## src/rtl/mp_pkg.sv

```systemverilog
package mp_pkg;

    // Two-state view of one C-element: output 0 or output 1.
    typedef enum logic {
        C_EMPTY = 1'b0,
        C_FULL  = 1'b1
    } ctl_state_t;

endpackage

```

## src/rtl/mp_celement.sv

```systemverilog
module mp_celement
    import mp_pkg::*;
(
    input  logic clk,
    input  logic rst_n,
    input  logic req_left,
    input  logic ack_right,
    output logic ctl,
    output logic ctl_rise
);

    ctl_state_t state_q;
    ctl_state_t state_d;
    logic       fwd_ok;

    // Second C-element input is the inverted acknowledge from the right.
    assign fwd_ok = ~ack_right;

    // Next-state: RISE when both inputs are 1, FALL when both are 0.
    always_comb begin
        state_d = state_q;
        unique case (state_q)
            C_EMPTY: if (req_left && fwd_ok)   state_d = C_FULL;
            C_FULL:  if (!req_left && !fwd_ok) state_d = C_EMPTY;
        endcase
    end

    always_ff @(posedge clk) begin
        if (!rst_n) state_q <= C_EMPTY;
        else        state_q <= state_d;
    end

    // Outputs
    always_comb begin
        ctl      = (state_q == C_FULL);
        ctl_rise = (state_q == C_EMPTY) && (state_d == C_FULL);
    end

    p_rise_on_agree_r2: assert property (@(posedge clk) disable iff (!rst_n)
        (req_left && !ack_right) |=> ctl);
    p_fall_on_agree_r2: assert property (@(posedge clk) disable iff (!rst_n)
        (!req_left && ack_right) |=> !ctl);
    p_hold_on_differ_r3: assert property (@(posedge clk) disable iff (!rst_n)
        (req_left == ack_right) |=> $stable(ctl));

endmodule

```

## src/rtl/mp_data_latch.sv

```systemverilog
module mp_data_latch #(
    parameter int DATA_W = 8
) (
    input  logic              clk,
    input  logic              rst_n,
    input  logic              load,
    input  logic [DATA_W-1:0] d,
    output logic [DATA_W-1:0] q
);

    always_ff @(posedge clk) begin
        if (!rst_n)    q <= '0;
        else if (load) q <= d;
    end

    p_capture_r5: assert property (@(posedge clk) disable iff (!rst_n)
        load |=> (q == $past(d)));
    p_hold_r5: assert property (@(posedge clk) disable iff (!rst_n)
        !load |=> $stable(q));

endmodule

```

## src/rtl/mp_stage.sv

```systemverilog
module mp_stage #(
    parameter int DATA_W = 8
) (
    input  logic              clk,
    input  logic              rst_n,
    input  logic              req_left,
    input  logic              ack_right,
    input  logic [DATA_W-1:0] data_left,
    output logic              ctl,
    output logic [DATA_W-1:0] data_q
);

    logic rise;

    mp_celement u_ctl (
        .clk       (clk),
        .rst_n     (rst_n),
        .req_left  (req_left),
        .ack_right (ack_right),
        .ctl       (ctl),
        .ctl_rise  (rise)
    );

    mp_data_latch #(.DATA_W(DATA_W)) u_reg (
        .clk   (clk),
        .rst_n (rst_n),
        .load  (rise),
        .d     (data_left),
        .q     (data_q)
    );

endmodule

```

## src/rtl/muller_pipe_ctrl.sv

```systemverilog
module muller_pipe_ctrl #(
    parameter int N_STAGES = 4,
    parameter int DATA_W   = 8
) (
    input  logic              clk,
    input  logic              rst_n,
    input  logic              req_in,
    output logic              ack_out,
    input  logic [DATA_W-1:0] data_in,
    output logic              req_out,
    input  logic              ack_in,
    output logic [DATA_W-1:0] data_out
);

    localparam int LAST = N_STAGES - 1;

    // req_bus[i] feeds stage i from the left; ack_bus[i+1] feeds it from the right.
    logic [N_STAGES:0]             req_bus;
    logic [N_STAGES:0]             ack_bus;
    logic [DATA_W-1:0]             data_bus [N_STAGES+1];

    assign req_bus[0]      = req_in;
    assign ack_bus[N_STAGES] = ack_in;
    assign data_bus[0]     = data_in;

    for (genvar i = 0; i < N_STAGES; i++) begin : g_stage
        logic ctl_i;
        mp_stage #(.DATA_W(DATA_W)) u_stage (
            .clk       (clk),
            .rst_n     (rst_n),
            .req_left  (req_bus[i]),
            .ack_right (ack_bus[i+1]),
            .data_left (data_bus[i]),
            .ctl       (ctl_i),
            .data_q    (data_bus[i+1])
        );
        // One wire, two roles: request rightwards, acknowledge leftwards.
        assign req_bus[i+1] = ctl_i;
        assign ack_bus[i]   = ctl_i;
    end

    assign ack_out  = ack_bus[0];
    assign req_out  = req_bus[N_STAGES];
    assign data_out = data_bus[N_STAGES];

    // Sender-side protocol assumptions.
    p_req_rise_proto_r8: assert property (@(posedge clk) disable iff (!rst_n)
        $rose(req_in) |-> !ack_out);
    p_bundle_stable_r5: assert property (@(posedge clk) disable iff (!rst_n)
        (req_in && $past(req_in)) |-> $stable(data_in));
    // Receiver-side ordering produced by the last stage.
    p_out_fall_r8: assert property (@(posedge clk) disable iff (!rst_n)
        $fell(req_out) |-> $past(ack_in));
    p_out_rise_r8: assert property (@(posedge clk) disable iff (!rst_n)
        $rose(req_out) |-> !$past(ack_in));
    // A token reaches the last stage only from a full predecessor.
    p_advance_one_r4: assert property (@(posedge clk) disable iff (!rst_n)
        $rose(req_out) |-> $past(req_bus[LAST]));

endmodule

```

## config.mk

```make
export PLATFORM = sky130hd
export DESIGN_NAME = muller_pipe_ctrl
export DESIGN_NICKNAME = d
export VERILOG_FILES = /design/src/rtl/mp_pkg.sv /design/src/rtl/mp_celement.sv /design/src/rtl/mp_data_latch.sv /design/src/rtl/mp_stage.sv /design/src/rtl/muller_pipe_ctrl.sv
export SDC_FILE = /design/constraint.sdc
export NUM_CORES = 1
export LEC_CHECK = 0
export BUFFER_PORTS_ARGS = -buffer_cell sky130_fd_sc_hd__buf_2
export CAP_MARGIN = 40
export CORE_MARGIN = 2
export CORE_UTILIZATION = 30
export CTS_CLUSTER_DIAMETER = 30
export CTS_CLUSTER_SIZE = 24
export DETAILED_ROUTE_END_ITERATION = 8
export GPL_TIMING_DRIVEN = 1
export PLACE_DENSITY_LB_ADDON = 0.05
export SYNTH_ARGS = -nofsm -noshare
export SYNTH_HDL_FRONTEND = slang
export SYNTH_SLANG_ARGS = --single-unit
```

## constraint.sdc

```tcl
create_clock -name clk -period 3.7 [get_ports clk]
set_clock_uncertainty 0.15 [all_clocks]
set_input_delay 0.185 -clock clk [delete_from_list [all_inputs] [get_ports clk]]
set_output_delay 0.185 -clock clk [all_outputs]
set_load 0.02 [all_outputs]
```

==> impl_metrics.toml, run 1 <==
[run_status]
outcome = "complete, no violations"

[yosys]
syn-num-nets = 174
ys_warn_count = 0
synth_top_cells_by_area = "dfxtp_1 53%, o21ai_1 12%, nand3_1 12%, nand2_1 6.9%, buf_4 4.4%"
ys_ff_latch = 36
synth_top_area_share_pct = 52.7
yosysTopAreaCell = "dfxtp_1"
syn_inst = 162
syn_area_um2 = 1370
ys_seq_area_share_pct = 52.7
post_synth_num_cell_types = 14
avgSynthCellArea_um2 = 8.44

[die]
initial_core_util_pct = 31.2
io_pins = 22
die_h_um = 71.5
die_x_um = 71.5
fp-row-count = 24
coreArea_um2 = 4380
die-area_um2 = 5110

[timing]
worst-slew-pin-transition_ns = 0.856
period_needed_ns = 1.66
fin_tns_setup_ns = 0
finalSetupViolCount = 0
hold_violations = 0
rsz0062_at_grt = "false"
setup_ws_ns = 2.04
timing.final.crit_share_pct = 44.9
slew_headroom_pct = 42.7
max_clock_freq_mhz = 602
slew_violations = 0
holdWs_ns = 0.116

[worst_setup_path]
required_ns = 3.76
critPathMaxFanout = 16
cp.arrival_ns = 1.73
crit_chain = "nor3b_2 -> nand3_1 -> o21ai_1"
end_kind = "register"
crit_type = "register to register"
critPathTopFamily = "simple AND/OR/NAND/NOR gates"
cp_slowest_cell = "nor3b_2"
path_buf_inv = 0
start_kind = "register"
critPathMaxStageDelay_ns = 0.74

[finish]
antennaDiodeCount = 0
design_area_um2 = 1620
area_delta_synth_final_pct = 18.4
fillers = 484
stdcell_count = 230
fin_nets = 190
drive_gt1_share_pct = 17.4

[placement]
placed_area_um2 = 1440
dpl_worst_slack_ns = 2.04
gp_congestion = 0.618
dp_cells = 215
post-dp-hpwl_um = 1560
numPortBuffers = 21

[route]
drtIter0Drc = 37
wl_per_cell_um = 9.87
firstDrtPassIters = 3
viasPerCell = 4.46
totalWireLength_um = 2270
via_count = 1026
ant_nets = 0
drc_errors = 0

[job]
cap_violations = 0

[cts]
clock_path_buffers = 2
clock_sinks = 36
cts_tree = "yes"
htreeDepth = 2
post-cts-setup-buffer-count = 0
cts_root_buf = "clkbuf_8"
clkLatencyLatePin_ns = 0.28
cts_buffers = 5
clk_pin_slew_ns = 0.06
post_cts_resized = 0

[global_route]
grt_pass1_vias = 926
grt_usage_pct = 10.0
antenna_found_initial = 0
grt_max_degree = 49
grt_overflow_total = 0
grt_pass1_wl_um = 4030

[pwr]
peakVddDrop_mv = 0.176
power_leakage_uw = 0.000602
p_per_area_nw_per_um2 = 478

[hold_path]
hold_path_class = "input pin to register"
per-stage QoR:
stage | utilization, % | power (µW)
after floorplan | - | 474
after global placement | 32.4 | 486
after detailed placement | 32.9 | 490
after CTS | 36.9 | 791
after global routing | 36.9 | 818
final | 36.9 | 774
cell usage after synthesis:
| cell type | instances |
|---|---|
| and2_1 | 4 |
| maj3_1 | 3 |
| buf_1 | 1 |
| or3b_1 | 2 |
| clkbuf_1 | 7 |
| buf_4 | 8 |
| o21ai_1 | 33 |
| buf_2 | 5 |
| nor2_1 | 1 |
| nor3b_2 | 2 |
| nand2_1 | 25 |
| nand3_1 | 32 |
| inv_1 | 3 |
| dfxtp_1 | 36 |
cells by family (layout without fill, tap and decap cells):
kind of cell / Yosys count / count (layout) / synth area share [%]
buf+inv: 24 / 40 / 9.24
compound gates: 33 / 33 / 12.1
simple gates: 66 / 66 / 23.8
flops: 36 / 36 / 52.7
fa+ha+maj: 3 / 3 / 2.20
tightest hold or removal path, delay by kind of cell:
kind          cells  cell delay (ns)
fa+ha+maj         1             0.13
simple gates      1             0.11
buf+inv           1             0.08
layer usage:
metal  vias to the layer above  wire [µm]  global-route usage, %
met5                         -          0                      0
li1                        574          -                      -
met1                       422       1150                   12.4
met4                         0         57                   5.66
met2                        23        903                   14.6
met3                         7        154                   4.36
where the power goes:
part           switching [µW]  internal (µW)
clock                     123            166
sequential               11.9            403
combinational            41.9           29.2
cell type report:
type | count | area, µm² | share of cell area, %
multi-input combinational | 102 | 520 | 32.1
timing repair buffer | 30 | 205 | 12.7
tap | 52 | 65.1 | 4.02
clock buffer | 7 | 96.3 | 5.95
sequential | 36 | 721 | 44.5
inverter | 3 | 11.3 | 0.696
worst paths after layout:
check	startpoint	endpoint	slack, ns	cells after the start
worst max register to register	g_stage[0].u_stage.u_ctl.ctl$_SDFF_PN0_	g_stage[1].u_stage.u_reg.q[2]$_SDFFE_PN0P_	2.04	3
worst min register to register	g_stage[3].u_stage.u_reg.q[5]$_SDFFE_PN0P_	g_stage[3].u_stage.u_reg.q[5]$_SDFFE_PN0P_	0.30	2
worst min-delay path	req_in	g_stage[0].u_stage.u_ctl.ctl$_SDFF_PN0_	0.12	3
worst max-delay path	g_stage[0].u_stage.u_ctl.ctl$_SDFF_PN0_	g_stage[1].u_stage.u_reg.q[2]$_SDFFE_PN0P_	2.04	3
what timing repair did:
| item | in CTS | in global routing |
|---|---|---|
| hold endpoints to repair | 8 | 0 |
| setup endpoints to repair | 0 | 0 |
| hold buffers | 8 | 0 |
state kept, by name, indices dropped and copies added, names as in the netlist:
register	cells
g_stage.u_stage.u_reg.q	32
g_stage.u_stage.u_ctl.ctl	4
cells in the final DEF (no fill, tap or decap), drive strengths merged:
master and count:
dfxtp 36, nand2 25, clkbuf 7, nor3b 2, or3b 2, inv 3
buf 22, dlygate4sd3 8, o21ai 33, nor2 1, nand3 32, and2 4
maj3 3
Note: power is estimated with default switching activity, not from simulation.
==> run 2: changes to the inputs <==
clock period = 1.7 ns   (was 3.7 ns; I/O delays follow)
==> run 2 against run 1 <==
Net effect: clock power is 110% higher; non-clock buffer count is 2 higher; final cell count is 1.3% higher; via count is 2.4% higher; global-route usage is 0.62 points higher.
==> impl_metrics.toml, run 2 (synthesized netlist as in run 1, its figures left out) <==
[timing]
timing.final.crit_share_pct = 89.8
worst-slew-pin-transition_ns = 0.447
period_needed_ns = 1.53
max_clock_freq_mhz = 655
rsz0062_at_grt = "false"
slew_violations = 0
hold_violations = 0
fin_tns_setup_ns = 0
slew_headroom_pct = 70.2
finalSetupViolCount = 0
holdWs_ns = 0.0235

[die]
fp-row-count = 24
io_pins = 22
die_h_um = 71.5
die-area_um2 = 5110
coreArea_um2 = 4380
initial_core_util_pct = 31.2
die_x_um = 71.5

[worst_setup_path]
r2r_slack_ns = 0.17
crit_type = "register to register"
end_kind = "register"
r2r_start = "g_stage[2].u_stage.u_ctl.ctl$_SDFF_PN0_"
required_ns = 1.70
crit_chain = "or3b_1 -> nand3_1 -> o21ai_1"
cp_slowest_cell = "or3b_1"
critPathMaxFanout = 16
r2r_cells = 3
critPathMaxStageDelay_ns = 0.58
worstReg2RegEnd = "g_stage[3].u_stage.u_reg.q[1]$_SDFFE_PN0P_"
cp-endpoint = "g_stage[3].u_stage.u_reg.q[1]$_SDFFE_PN0P_"
worstSetupStartpoint = "g_stage[2].u_stage.u_ctl.ctl$_SDFF_PN0_"
start_kind = "register"
cp.arrival_ns = 1.53

[route]
drc_errors = 0
drtIter0Drc = 54
firstDrtPassIters = 4
ant_nets = 0
viasPerCell = 4.51
totalWireLength_um = 2490
via_count = 1051
wl_per_cell_um = 10.7

[finish]
fin_nets = 192
antennaDiodeCount = 0
largest_reg_flops = 32
fillers = 478
final_common_cell = "dfxtp_1"
final_cell_mix = "36 x dfxtp_1, 33 x o21ai_1, 32 x nand3_1"
stdcell_count = 233
top_register = "g_stage.u_stage.u_reg.q"
area_delta_synth_final_pct = 19.2
drive_gt1_share_pct = 18.2

[placement]
numPortBuffers = 21
gp_congestion = 0.636
post-dp-hpwl_um = 1590
dp_cells = 217

[run_status]
outcome = "complete, no violations"

[global_route]
antenna_found_initial = 0
grt_pass1_vias = 943
grt_pass1_wl_um = 4210
grt_overflow_total = 0
grt_max_degree = 61
grt_usage_pct = 10.7

[cts]
cts_root_buf = "clkbuf_8"
clock_path_buffers = 2
cts_buffers = 5
cts_tree = "yes"
clock_sinks = 36
clk_pin_slew_ns = 0.06
post-cts-setup-buffer-count = 0
clkLatencyLatePin_ns = 0.28
htreeDepth = 2

[pwr]
swShare_pct = 23.6
seqPwrFrac_pct = 53.9
power_frac_comb_pct = 10.1
pwr-share-clk_pct = 36.0
p_per_area_nw_per_um2 = 1030
peakVddDrop_mv = 0.361
p_sw_uw = 396
power_leakage_uw = 0.000609
p_int_uw = 1280

[job]
cap_violations = 0

[hold_path]
hold_path_class = "input pin to register"
run 2: power groups by stage:
stage | clock network (µW) | logic, µW | registers [µW]
3_5_place_dp | 0 | 154 | 922
2_1_floorplan | 0 | 112 | 920
4_1_cts | 634 | 169 | 903
6_report | 604 | 169 | 903
5_1_grt | 670 | 191 | 908
3_3_place_gp | 0 | 151 | 921
run 2: timing repair:
action                                  in CTS  in global routing
hold buffers                                 8                  0
resized for setup                            0                  1
endpoints found under the hold margin        8                  0
endpoints found under the setup margin       0                  4
run 2: worst max-delay path, delay by kind of cell, from the launching register on:
family           cells  cell delay (ns)
AND/OR/NAND/NOR      2             0.74
flip-flops           1             0.43
AO/OA/AOI/OAI        1             0.07
run 2: layout make-up:
class                   count  area (µm²)  share of cell area (%)
clock buffers               8        90.1                    5.53
inverters                   3        11.3                   0.691
multi-input cells         102         523                    32.1
flip-flops and latches     36         721                    44.2
well taps                  52        65.1                    3.99
repair buffers             32         220                    13.5
run 2: worst min path at each step:
stage / start / end / cells after the start
final: req_in / g_stage[0].u_stage.u_ctl.ctl$_SDFF_PN0_ / 3
after global routing: req_in / g_stage[0].u_stage.u_ctl.ctl$_SDFF_PN0_ / 3
after global placement: data_in[7] / g_stage[0].u_stage.u_reg.q[7]$_SDFFE_PN0P_ / 3
after CTS: req_in / g_stage[0].u_stage.u_ctl.ctl$_SDFF_PN0_ / 3
after floorplan: data_in[0] / g_stage[0].u_stage.u_reg.q[0]$_SDFFE_PN0P_ / 2
after detailed placement: data_in[0] / g_stage[0].u_stage.u_reg.q[0]$_SDFFE_PN0P_ / 3
run 2: metal layers:
metal	vias to the layer above	global-route usage (%)	wire, µm
li1	576	-	-
met1	449	13.4	1290
met2	24	15.2	1010
met3	2	5.34	165
met4	0	5.03	17
met5	-	0	0
run 2: stage by stage:
step / area (µm²) / setup WS, ns / util [%] / total power, µW
4_1_cts: 1630 / 0.0856 / 37.1 / 1710
2_1_floorplan: 1370 / 0.225 / - / 1030
5_1_grt: 1630 / 0.0439 / 37.2 / 1770
6_report: 1630 / 0.174 / 37.2 / 1680
3_5_place_dp: 1460 / 0.0947 / 33.2 / 1080
3_3_place_gp: 1460 / 0.134 / 33.2 / 1070
